File: config.mk
export PLATFORM = sky130hd
export DESIGN_NAME = chained_hi_timer
export DESIGN_NICKNAME = d
export VERILOG_FILES = /design/src/rtl/hwc_pkg.sv /design/src/rtl/hwc_lane_reg.sv /design/src/rtl/hwc_ctrl_regs.sv /design/src/rtl/hwc_core.sv /design/src/rtl/hwc_irq.sv /design/src/rtl/chained_hi_timer.sv
export SDC_FILE = /design/constraint.sdc
export NUM_CORES = 1
export LEC_CHECK = 0
export BUFFER_PORTS_ARGS = -buffer_cell sky130_fd_sc_hd__buf_4
export CAP_MARGIN = 20
export CORE_UTILIZATION = 55
export DETAILED_ROUTE_END_ITERATION = 7
export HOLD_SLACK_MARGIN = 0.06
export PLACE_DENSITY_LB_ADDON = 0.1
export SLEW_MARGIN = 10
export SYNTH_ARGS = -nofsm -noshare
export SYNTH_HDL_FRONTEND = slang
export SYNTH_SLANG_ARGS = --single-unit
export TNS_END_PERCENT = 10
File: constraint.sdc
create_clock -name clk -period 13.62 [get_ports clk]
set_input_delay 4.086 -clock clk [delete_from_list [all_inputs] [get_ports clk]]
set_output_delay 4.086 -clock clk [all_outputs]
set_load 0.03 [all_outputs]
File: src/rtl/hwc_pkg.sv
`timescale 1ns/1ps
package hwc_pkg;

    typedef enum logic [1:0] {
        SEL_CTRL  = 2'd0,
        SEL_LIMIT = 2'd1,
        SEL_COUNT = 2'd2
    } reg_sel_e;

    localparam int CTRL_BITS = 5;

    // packed MSB first: irq_en is bit 4, run is bit 0
    typedef struct packed {
        logic irq_en;
        logic chain;
        logic up;
        logic oneshot;
        logic run;
    } ctrl_t;

    function automatic ctrl_t ctrl_from_bits(input logic [CTRL_BITS-1:0] b);
        return ctrl_t'(b);
    endfunction

    function automatic logic [CTRL_BITS-1:0] ctrl_to_bits(input ctrl_t c);
        return c;
    endfunction

endpackage

File: src/rtl/hwc_lane_reg.sv
`timescale 1ns/1ps
module hwc_lane_reg #(
    parameter int W = 32
) (
    input  logic             clk,
    input  logic             rst,
    input  logic [W/8-1:0]   we,
    input  logic [W-1:0]     d,
    output logic [W-1:0]     q
);
    localparam int NB = W / 8;

    logic [W-1:0] merged;

    for (genvar g = 0; g < NB; g++) begin : g_lane
        assign merged[g*8 +: 8] = we[g] ? d[g*8 +: 8] : q[g*8 +: 8];
    end

    always_ff @(posedge clk) begin
        if (rst) q <= '0;
        else     q <= merged;
    end
endmodule

File: src/rtl/hwc_ctrl_regs.sv
`timescale 1ns/1ps
module hwc_ctrl_regs import hwc_pkg::*; #(
    parameter int W = 32
) (
    input  logic                 clk,
    input  logic                 rst,
    input  logic                 ctrl_wr,
    input  logic [CTRL_BITS-1:0] ctrl_data,
    input  logic [W/8-1:0]       limit_we,
    input  logic [W-1:0]         wr_data,
    output ctrl_t                ctrl,
    output logic [W-1:0]         limit
);
    always_ff @(posedge clk) begin
        if (rst)          ctrl <= '0;
        else if (ctrl_wr) ctrl <= ctrl_from_bits(ctrl_data);
    end

    hwc_lane_reg #(.W(W)) u_limit (
        .clk (clk),
        .rst (rst),
        .we  (limit_we),
        .d   (wr_data),
        .q   (limit)
    );
endmodule

File: src/rtl/hwc_core.sv
`timescale 1ns/1ps
module hwc_core import hwc_pkg::*; #(
    parameter int W = 32
) (
    input  logic           clk,
    input  logic           rst,
    input  ctrl_t          ctrl,
    input  logic [W-1:0]   limit,
    input  logic [W/8-1:0] cnt_we,
    input  logic [W-1:0]   wr_data,
    input  logic           strobe_in,
    input  logic           offset_in,
    output logic [W-1:0]   count,
    output logic           stopped,
    output logic           prev_run
);
    localparam int          NB  = W / 8;
    localparam logic [W-1:0] ONE = W'(1);

    logic [W-1:0] merged;
    logic [W-1:0] stepped;
    logic [W-1:0] wrap_val;
    logic [W-1:0] stop_tgt;
    logic         step;
    logic         at_end;
    logic         any_wr;

    for (genvar g = 0; g < NB; g++) begin : g_lane
        assign merged[g*8 +: 8] = cnt_we[g] ? wr_data[g*8 +: 8] : count[g*8 +: 8];
    end

    always_comb begin
        any_wr   = |cnt_we;
        step     = !ctrl.chain || strobe_in;
        at_end   = ctrl.up ? (count == limit) : (count == '0);
        wrap_val = ctrl.up ? '0 : limit;
        stepped  = ctrl.up ? (count + ONE) : (count - ONE);
        if (!ctrl.up)                     stop_tgt = '0;
        else if (ctrl.chain && offset_in) stop_tgt = limit - ONE;
        else                              stop_tgt = limit;
    end

    always_ff @(posedge clk) begin
        if (rst) begin
            count    <= '0;
            stopped  <= 1'b0;
            prev_run <= 1'b0;
        end else begin
            prev_run <= ctrl.run;
            if (any_wr) begin
                count <= merged;
            end else if (ctrl.run) begin
                if (!prev_run) begin
                    count   <= wrap_val;
                    stopped <= 1'b0;
                end else begin
                    if (step) begin
                        if (!at_end)           count <= stepped;
                        else if (!ctrl.oneshot) count <= wrap_val;
                    end
                    stopped <= (ctrl.oneshot && stopped) || (count == stop_tgt);
                end
            end
        end
    end
endmodule

File: src/rtl/hwc_irq.sv
`timescale 1ns/1ps
module hwc_irq (
    input  logic clk,
    input  logic rst,
    input  logic irq_en,
    input  logic stopped,
    output logic irq
);
    logic stopped_q;

    always_ff @(posedge clk) begin
        if (rst) begin
            stopped_q <= 1'b0;
            irq       <= 1'b0;
        end else begin
            stopped_q <= stopped;
            irq       <= irq_en && stopped && !stopped_q;
        end
    end
endmodule

File: src/rtl/chained_hi_timer.sv
`timescale 1ns/1ps
module chained_hi_timer import hwc_pkg::*; #(
    parameter int W = 32
) (
    input  logic           clk,
    input  logic           rst,
    input  logic           wr_en,
    input  logic [1:0]     wr_addr,
    input  logic [W/8-1:0] wr_be,
    input  logic [W-1:0]   wr_data,
    input  logic [1:0]     rd_addr,
    output logic [W-1:0]   rd_data,
    input  logic           strobe_in,
    input  logic           offset_in,
    output logic           en_out,
    output logic           stopped,
    output logic           irq
);
    localparam int NB = W / 8;

    ctrl_t           ctrl;
    logic [W-1:0]    limit;
    logic [W-1:0]    count;
    logic            prev_run;
    logic            ctrl_wr;
    logic [NB-1:0]   limit_we;
    logic [NB-1:0]   cnt_we;
    logic            cnt_wr;

    assign ctrl_wr  = wr_en && (reg_sel_e'(wr_addr) == SEL_CTRL) && wr_be[0];
    assign limit_we = (wr_en && (reg_sel_e'(wr_addr) == SEL_LIMIT)) ? wr_be : '0;
    assign cnt_we   = (wr_en && (reg_sel_e'(wr_addr) == SEL_COUNT)) ? wr_be : '0;
    assign cnt_wr   = |cnt_we;

    hwc_ctrl_regs #(.W(W)) u_regs (
        .clk       (clk),
        .rst       (rst),
        .ctrl_wr   (ctrl_wr),
        .ctrl_data (wr_data[CTRL_BITS-1:0]),
        .limit_we  (limit_we),
        .wr_data   (wr_data),
        .ctrl      (ctrl),
        .limit     (limit)
    );

    hwc_core #(.W(W)) u_core (
        .clk       (clk),
        .rst       (rst),
        .ctrl      (ctrl),
        .limit     (limit),
        .cnt_we    (cnt_we),
        .wr_data   (wr_data),
        .strobe_in (strobe_in),
        .offset_in (offset_in),
        .count     (count),
        .stopped   (stopped),
        .prev_run  (prev_run)
    );

    hwc_irq u_irq (
        .clk     (clk),
        .rst     (rst),
        .irq_en  (ctrl.irq_en),
        .stopped (stopped),
        .irq     (irq)
    );

    assign en_out = ctrl.run;

    always_comb begin
        case (reg_sel_e'(rd_addr))
            SEL_CTRL:  rd_data = {{(W-CTRL_BITS){1'b0}}, ctrl_to_bits(ctrl)};
            SEL_LIMIT: rd_data = limit;
            SEL_COUNT: rd_data = count;
            default:   rd_data = '0;
        endcase
    end
endmodule

* Yosys cells after proc, flatten, opt, wreduce, memory -nomap -nowiden *
Cells that the tools add are included.

cells by class
  add/subtract/negate cells = 3
  equal/unequal tests = 12
  muxes and demuxes = 19
  bitwise logic cells = 1
  reduce and logical (&&, ||, !) cells = 22

operators by type and width
  operator               count
  $mux 32                10
  $pmux 32 s3            1
  $eq 32x32->1           2
  $sub 32x1->32 const B  2
  $add 32x1->32 const B  1
  $logic_not 32->1       1
  $mux 8                 4
  $reduce_and 4->1       4
  $logic_and 1x1->1      8
  $mux 4                 2
  $ne 2x1->1 const B     4
  $eq 2x1->1 const B     2
  $eq 2x2->1 const B     2
  $logic_not 2->1        2
  $ne 4x4->1 const B     1
  $reduce_or 4->1        1
  $ne 3x3->1 const B     1
  $logic_not 1->1        2
  $logic_or 1x1->1       2
  $mux 1                 2
  $reduce_and 2->1       1
  $reduce_bool 2->1      1
  $not 1->1              1

word-level totals
  register bits = 73
  output and inout bits = 35
  word-level logic and storage cells = 74

* Logic depth before layout (Yosys ltp) *
Gate-level depths: netlist of the first run.

  depth in word-level cells = 7
  depth in mapped cells = 16
  gate-level depth less buffers = 11

* Hierarchy *
A second synthesis of the first run with hierarchy kept.

second synthesis, totals
  cell total of the unflattened synthesis = 922
  area total of the unflattened synthesis = 7129.3 µm²

by module, submodules not included
  module            instances  cells each  area an instance (µm²)
  hwc_core          1          741         5255.0
  hwc_lane_reg      1          103         1141.1
  chained_hi_timer  1          58          493.0
  hwc_ctrl_regs     1          16          180.2
  hwc_irq           1          4           60.1

* Worst setup path before layout of the first run *
No wires, ideal clock.

  kind = input to output
  start = input rd_addr[1]
  end = output rd_data[16]
  arrival time = 5435 ps
  required time = 9534 ps
  path slack = 4099 ps
  stages on the path = 5
  path through = clkbuf_1 nor2b_1 clkbuf_1 buf_1 a22o_1

between the ends
  word-level cells in the longest chain between the ends = 2
  elaborated cells on any way between the ends = 4
  classes of those cells = eq/ne (2); mux (1); reduce/logical (1)

RTL lines
  item                                line                    source
  start: declaration                  chained_hi_timer.sv:11  input logic [1:0] rd_addr,
  $eq 2x2->1 (tied with other cells)  chained_hi_timer.sv:71  case (reg_sel_e'(rd_addr))
  $pmux 32 s3 *                       chained_hi_timer.sv:71
  end: declaration                    chained_hi_timer.sv:12  output logic [W-1:0] rd_data,

Mark *: on every way between the ends. The rest lies on a longest branch, timed or not.

* Final worst setup path of the first run *
  start = input rd_addr[1]
  end = output rd_data[31]

Same word-level chain as after synthesis.

==> results.ini, run 1 <==
[timing]
finalHoldViolations=0
fin_crit_ps=9380
slew-limit-headroom=0.384
setup_ws_ps=4240
finalClockSkew_ps=8.34
holdWs_ps=512
finalSetupTns_ps=0
drv_slew=0
rsz0062_at_grt=false
period_share=0.689
fmax_mhz=107
worst_pin_slew_ps=920
setup_viol=0

[global_route]
top_usage_layer=met2
grt-ovfl-total=0
antenna_found_initial=0
grt_pass1_wl_mm=40.9
grt_max_degree=71
grt_usage=0.378
use_met2=0.556
gr-usage-met1=0.525
use_met3=0.0785
grt_pass1_vias=7257

[worst_setup_path]
worstPathCellList=buf_4, nor2b_2, buf_16, a22o_1, buf_4
cp-end-kind=output port
slowest_stage=nor2b_2
cpPeakStageDelay_ps=470
cpMostUsedCell=buf_4
critical_path_class=input port to output port
cp-start-kind=input port
worstPathMaxFanout=22
crit_required_ps=9530
cp_data_arrival_time_ps=5300

[cts]
h-tree-depth=3
postCtsResizedCells=0
path_clk_slew_ps=60
cts.sinks=73
ctsHoldBuffers=0
clock_latency_ps=360
cts_root_buf=clkbuf_16
post_cts_buffers=0
cts_tree=done
cts_buffers=9
clockBufferDepth=2

[synthesis]
ys_async_sr_fraction=0
syn_area_mm2=0.00741
ys_ff_latch=73
ys_warn_count=0
synth_top_cells_by_area=dfxtp_1, nand2_1, xor2_1
synth.distinct_cells=81
synth-seq-area-share=0.197
synth.net_count=1102
synth_top_area_frac=0.197
synth_area_per_cell_um2=7.23
synth-edff-count=0
synthFlopType=dfxtp_1
synth.largest_area_cell=dfxtp_1
syn_inst=1025

[routing]
vias_per_cell=6.67
drc=0
wl_per_cell_um=21.7
wl_mm=26.5
first_pass_iters=5
drt_iter0_markers=1085
final_antenna_net_count=0
vias=8127

[place]
globalplace.congestion=0.967
hpwl_mm=18.7
numPortBuffers=79
dpl_worst_slack_ps=3850

[floorplanning]
rows=42
core_mm2=0.0132
start_util=0.561
die_x_um=118
fp.dieH_um=118
die_area_mm2=0.0139
io_pins=80

[worst_hold_path]
hold_class=flop to flop

[layout]
nNetsFinal=1114
drive_gt1_frac=0.131
antenna_cells=0
nFillCells=1207
post-route-util=0.627
area_growth_pct=11.7

[job]
drv_cap=0

[pwr]
ir_drop_v=0.0000719
leakagePower_nw=3.43
p_per_area_mw_per_mm2=79.7

[run_status]
status=complete, no violations

-- cell type report --
cell class | count | area (µm²) | area share
multi-input combinational | 849 | 5520 | 0.667
sequential | 73 | 1460 | 0.177
timing repair buffer | 91 | 703 | 0.0850
clock buffer | 9 | 225 | 0.0272
tap | 176 | 220 | 0.0266
clock inverter | 7 | 93.8 | 0.0113
inverter | 13 | 48.8 | 0.00590
-- where the power goes --
group	switching, mW	internal [mW]	leakage (nW)	total (mW)
clock network	0.103	0.160	0.152	0.263
registers	0.0149	0.218	0.590	0.233
logic	0.0958	0.0679	2.69	0.164
-- cell families after synthesis --
| family | synth area share |
|---|---|
| compound gates | 0.275 |
| buf+inv | 0.0593 |
| mux | 0.0257 |
| fa+ha+maj | 0.0551 |
| simple gates | 0.286 |
| flops | 0.197 |
| xor+xnor | 0.102 |
-- registers in the layout (all words and copies together), names as in the netlist --
signal            flops
u_core.stopped        1
u_regs.ctrl           5
u_irq.stopped_q       1
u_irq.irq             1
u_core.count         32
u_regs.u_limit.q     32
u_core.prev_run       1
-- metrics by stage --
| step | std cells | area (µm²) | power [mW] |
|---|---|---|---|
| final | 1218 | 8270 | 0.660 |
| after global routing | 1218 | 8270 | 0.681 |
| after CTS | 1217 | 8250 | 0.653 |
| after detailed placement | 1201 | 7930 | 0.394 |
| after global placement | 1201 | 7930 | 0.393 |
| after floorplan | 1025 | 7410 | 0.346 |
-- cell usage after synthesis, types with 9 or more instances --
cell / number
xnor2_1: 25
nor2_1: 69
a21oi_1: 88
a21o_1: 12
buf_2: 14
mux2i_1: 19
o21ai_0: 47
a22o_1: 29
dfxtp_1: 73
nand3_1: 25
or3_1: 13
o21a_1: 12
a211oi_1: 10
nor3_1: 26
clkbuf_1: 63
inv_1: 13
nor4_1: 22
and2_1: 12
xor2_1: 59
a211o_1: 9
a31oi_1: 16
nand2_1: 150
nor2b_1: 11
nor3b_1: 10
ha_1: 31
nand4_1: 13
o211ai_1: 11
-- worst paths after layout --
path | startpoint | to | slack (ps) | cells after the start
worst max-delay path | rd_addr[1] | rd_data[31] | 4240 | 5
worst min-delay path | u_irq.stopped_q | u_irq.irq | 510 | 1
worst max register to register | u_regs.ctrl[2] | u_core.count[31] | 9410 | 13
worst min register to register | u_irq.stopped_q | u_irq.irq | 510 | 1
-- metal layers --
metal  wire length [µm]  vias to the layer above
met5                  0                        -
met4                844                        0
met3               2860                       67
met2              11300                      505
met1              11400                     3772
li1                   -                     3783
-- placed cells by master (no fill, tap or decap), types with 12 or more instances in the layout --
cell / netlist / layout
o21ai_0: 47 / 47
nand3_1: 25 / 25
nor4_1: 22 / 22
nor2_1: 69 / 68
and2_1: 12 / 12
nand2_1: 150 / 150
nand4_1: 13 / 13
inv_1: 13 / 12
or3_1: 13 / 13
a22o_1: 29 / 29
mux2i_1: 19 / 19
a21o_1: 12 / 12
ha_1: 31 / 31
a21oi_1: 88 / 88
xnor2_1: 25 / 25
nor3_1: 26 / 26
buf_4: 1 / 90
a31oi_1: 16 / 16
dfxtp_1: 73 / 73
o21a_1: 12 / 12
xor2_1: 59 / 59
-- worst max-delay path: cells and delay by family --
| family | cells | cell delay (ps) |
|---|---|---|
| compound gates | 1 | 180 |
| buf+inv | 3 | 540 |
| simple gates | 1 | 470 |
Power figures use the tool's default switching activity.
==> run 2, diff against run 1 <==
==> constraint.sdc (replaced) <==
create_clock -name clk -period 8.22 [get_ports clk]
set_input_delay 2.466 -clock clk [delete_from_list [all_inputs] [get_ports clk]]
set_output_delay 2.466 -clock clk [all_outputs]
set_load 0.03 [all_outputs]
==> results.ini, run 2 (same netlist as run 1, synthesis figures left out) <==
[place]
placed_area_mm2=0.00793
globalplace.congestion=0.974
numPortBuffers=79
hpwl_mm=18.9

[layout]
drive_gt1_frac=0.130
area_growth_pct=11.4
post-route-util=0.626
antenna_cells=0
design_area_mm2=0.00825
final_cell_mix=nand2_1, buf_4, a21oi_1
final_common_cell=nand2_1
nFillCells=1258
nNetsFinal=1114
reg_top3=u_core.count: 32 flops, u_regs.u_limit.q: 32 flops, u_regs.ctrl: 5 flops

[floorplanning]
fp.dieH_um=118
start_util=0.561
rows=42
die_area_mm2=0.0139
io_pins=80
core_mm2=0.0132
die_x_um=118

[pwr]
p_sw_frac=0.318
ir_drop_v=0.0000864
intPower_mw=0.737
p_seq_frac=0.357
p_clk_frac=0.393
p_per_area_mw_per_mm2=131
p_total_mw=1.08
p_comb_frac=0.249
p_sw_mw=0.344
leakagePower_nw=3.43

[cts]
clock_latency_ps=350
post_cts_buffers=0
clockBufferDepth=2
cts_tree=done
path_clk_slew_ps=60
cts.sinks=73
h-tree-depth=3
ctsHoldBuffers=0
cts_root_buf=clkbuf_16
postCtsResizedCells=0
cts_buffers=9

[timing]
slew-limit-headroom=0.372
drv_slew=0
fin_crit_ps=6240
finalClockSkew_ps=6.78
finalSetupTns_ps=0
fmax_mhz=160
rsz0062_at_grt=false
setup_viol=0
period_share=0.759
finalHoldViolations=0
worst_pin_slew_ps=938

[worst_setup_path]
crit_required_ps=5750
critical_path_class=input port to output port
cp-end-kind=output port
cp-start-kind=input port
crit_start=rd_addr[1]
cp_data_arrival_time_ps=3770
worstPathMaxFanout=22
rr_startpoint=u_regs.ctrl[2]

[global_route]
grt_max_degree=71
grt_pass1_vias=7397
grt_pass1_wl_mm=41.8
grt-ovfl-total=0
grt_usage=0.385
antenna_found_initial=0

[routing]
wl_per_cell_um=21.8
drc=0
vias=8124
final_antenna_net_count=0
first_pass_iters=6
drt_iter0_markers=1109
vias_per_cell=6.67
wl_mm=26.6

[run_status]
status=complete, no violations

[worst_hold_path]
hp-start=u_irq.stopped_q
hold_class=flop to flop

[job]
drv_cap=0

==> run 2: changes by cell type in the layout (fill, tap and decap cells not counted) <==
cell	previous run	this run
buf_16	1	0
buf_8	0	1
inv_6	1	0
clkbuf_1	0	1
clkinv_2	2	3
clkinvlp_4	2	1
==> run 2: layout make-up <==
| class | count | area (µm²) | area share |
|---|---|---|---|
| Clock buffer | 10 | 229 | 0.0277 |
| Multi-Input combinational cell | 849 | 5520 | 0.669 |
| Timing Repair Buffer | 91 | 691 | 0.0837 |
| Sequential cell | 73 | 1460 | 0.177 |
| Inverter | 13 | 48.8 | 0.00591 |
| Clock inverter | 6 | 82.6 | 0.0100 |
| Tap cell | 176 | 220 | 0.0267 |
==> run 2: through the flow <==
| step | setup slack (ps) | hold WS (ps) | instances |
|---|---|---|---|
| global route | 1910 | 522 | 1218 |
| finish | 1980 | 507 | 1218 |
| detailed placement | 1710 | 495 | 1201 |
| global placement | 1790 | 491 | 1201 |
| floorplan | 1940 | 474 | 1025 |
| CTS | 1710 | 504 | 1217 |
==> run 2: final timing paths <==
check        cells after the start          endpoint  slack (ps)
max                              5       rd_data[22]        1980
min                              1         u_irq.irq         510
max reg2reg                     13  u_core.count[31]        3960
min reg2reg                      1         u_irq.irq         510
==> run 2: worst max-delay path: stages <==
cell and delay [ps]:
buf_4 150, nor2b_2 440, buf_4 360, a22o_1 190, buf_4 160
==> run 2: layer usage <==
metal,global-route usage,up-vias,routed length (µm)
met5,0,-,0
met4,0.174,0,1120
met3,0.0891,91,2730
met2,0.562,479,11100
met1,0.535,3770,11600
li1,-,3784,-
==> run 2: power groups by stage <==
stage | Sequential, mW | Clock (mW) | Combinational [mW]
after floorplan | 0.375 | 0 | 0.198
after global placement | 0.393 | 0 | 0.258
after detailed placement | 0.393 | 0 | 0.259
after CTS | 0.385 | 0.428 | 0.262
after global routing | 0.387 | 0.445 | 0.294
final | 0.386 | 0.426 | 0.270
==> run 3, diff against run 2 <==
==> constraint.sdc (replaced) <==
create_clock -name clk -period 5.8 [get_ports clk]
set_input_delay 1.74 -clock clk [delete_from_list [all_inputs] [get_ports clk]]
set_output_delay 1.74 -clock clk [all_outputs]
set_load 0.03 [all_outputs]
==> results.ini, run 3 (same netlist as run 1, synthesis figures left out) <==
[worst_setup_path]
cp-end-kind=output port
worstPathMaxFanout=20
critical_path_class=input port to output port
crit_required_ps=4060
cp-start-kind=input port
cp_data_arrival_time_ps=2910

[routing]
wl_mm=26.7
wl_per_cell_um=22.0
drt_iter0_markers=991
vias=8137
vias_per_cell=6.68
final_antenna_net_count=0
first_pass_iters=6
drc=0

[pwr]
p_per_area_mw_per_mm2=189
ir_drop_v=0.000142
leakagePower_nw=3.44

[layout]
drive_gt1_frac=0.131
design_area_mm2=0.00828
final_common_cell=nand2_1
nFillCells=1249
antenna_cells=0
nNetsFinal=1115
area_growth_pct=11.8
reg_top3=u_core.count: 32 flops, u_regs.u_limit.q: 32 flops, u_regs.ctrl: 5 flops
final_cell_mix=nand2_1, buf_4, a21oi_1

[floorplanning]
io_pins=80
die_x_um=118
die_area_mm2=0.0139
core_mm2=0.0132
rows=42
fp.dieH_um=118
start_util=0.561

[worst_hold_path]
hold_class=flop to flop

[timing]
drv_slew=0
period_share=0.801
finalHoldViolations=0
fmax_mhz=215
finalSetupTns_ps=0
worst_pin_slew_ps=883
rsz0062_at_grt=false
fin_crit_ps=4650
finalClockSkew_ps=10.8
slew-limit-headroom=0.409
setup_viol=0

[place]
globalplace.congestion=0.971
hpwl_mm=19.0
numPortBuffers=79
placed_area_mm2=0.00793

[job]
drv_cap=0

[cts]
cts_tree=done
h-tree-depth=3
cts_buffers=9
cts.sinks=73
ctsHoldBuffers=0
clockBufferDepth=2
post_cts_buffers=0
path_clk_slew_ps=50
postCtsResizedCells=0
clock_latency_ps=350
cts_root_buf=clkbuf_16

[global_route]
grt-ovfl-total=0
use_met2=0.571
grt_pass1_wl_mm=41.2
use_met3=0.0853
antenna_found_initial=0
top_usage_layer=met2
gr-usage-met1=0.517
grt_max_degree=71
grt_usage=0.380
grt_pass1_vias=7226

[run_status]
status=complete, no violations

-- run 3: cell types whose count changed in the layout (fill, tap and decap cells not counted) --
| cell | delta |
|---|---|
| clkbuf_8 | +2 |
| buf_4 | +1 |
| clkinv_2 | -3 |
| clkinv_4 | +1 |
| clkbuf_1 | -1 |
-- run 3: layout make-up --
type | instances | area, µm² | area share
tap | 176 | 220 | 0.0266
inverter | 13 | 48.8 | 0.00589
clock buffer | 11 | 253 | 0.0305
multi-input combinational | 849 | 5520 | 0.667
timing repair buffer | 92 | 698 | 0.0843
clock inverter | 4 | 76.3 | 0.00922
sequential | 73 | 1460 | 0.177
-- run 3: report_power, final --
| part | leakage, nW | internal, mW | switching, mW |
|---|---|---|---|
| registers | 0.590 | 0.512 | 0.0359 |
| logic | 2.69 | 0.159 | 0.221 |
| clock network | 0.158 | 0.399 | 0.238 |
| total | 3.44 | 1.07 | 0.495 |
-- run 3: path summary, 6_finish.rpt --
path / slack (ps) / end / depth (start not counted) / startpoint
setup / recovery: 1150 / rd_data[26] / 5 / rd_addr[1]
hold reg to reg: 520 / u_irq.irq / 1 / u_irq.stopped_q
hold / removal: 520 / u_irq.irq / 1 / u_irq.stopped_q
setup reg to reg: 1950 / u_core.count[31] / 12 / u_regs.ctrl[2]
-- run 3: metrics by stage --
stage	cells	setup WS [ps]	util	total power [mW]	hold slack, ps
after floorplan	1025	971	-	0.813	474
after global placement	1202	817	0.601	0.922	488
after detailed placement	1202	724	0.601	0.923	499
after CTS	1217	726	0.626	1.55	513
after global routing	1218	1110	0.628	1.61	517
final	1218	1150	0.628	1.56	520
-- run 3: worst max-delay path, cell delays in order --
cell and delay (ps):
buf_4 140, nor2b_2 390, buf_8 250, a22o_1 200, buf_4 170
-- run 3: metal layers --
metal | wire (µm) | vias up
li1 | - | 3792
met2 | 11500 | 496
met3 | 3040 | 83
met4 | 977 | 0
met1 | 11200 | 3766
met5 | 0 | -
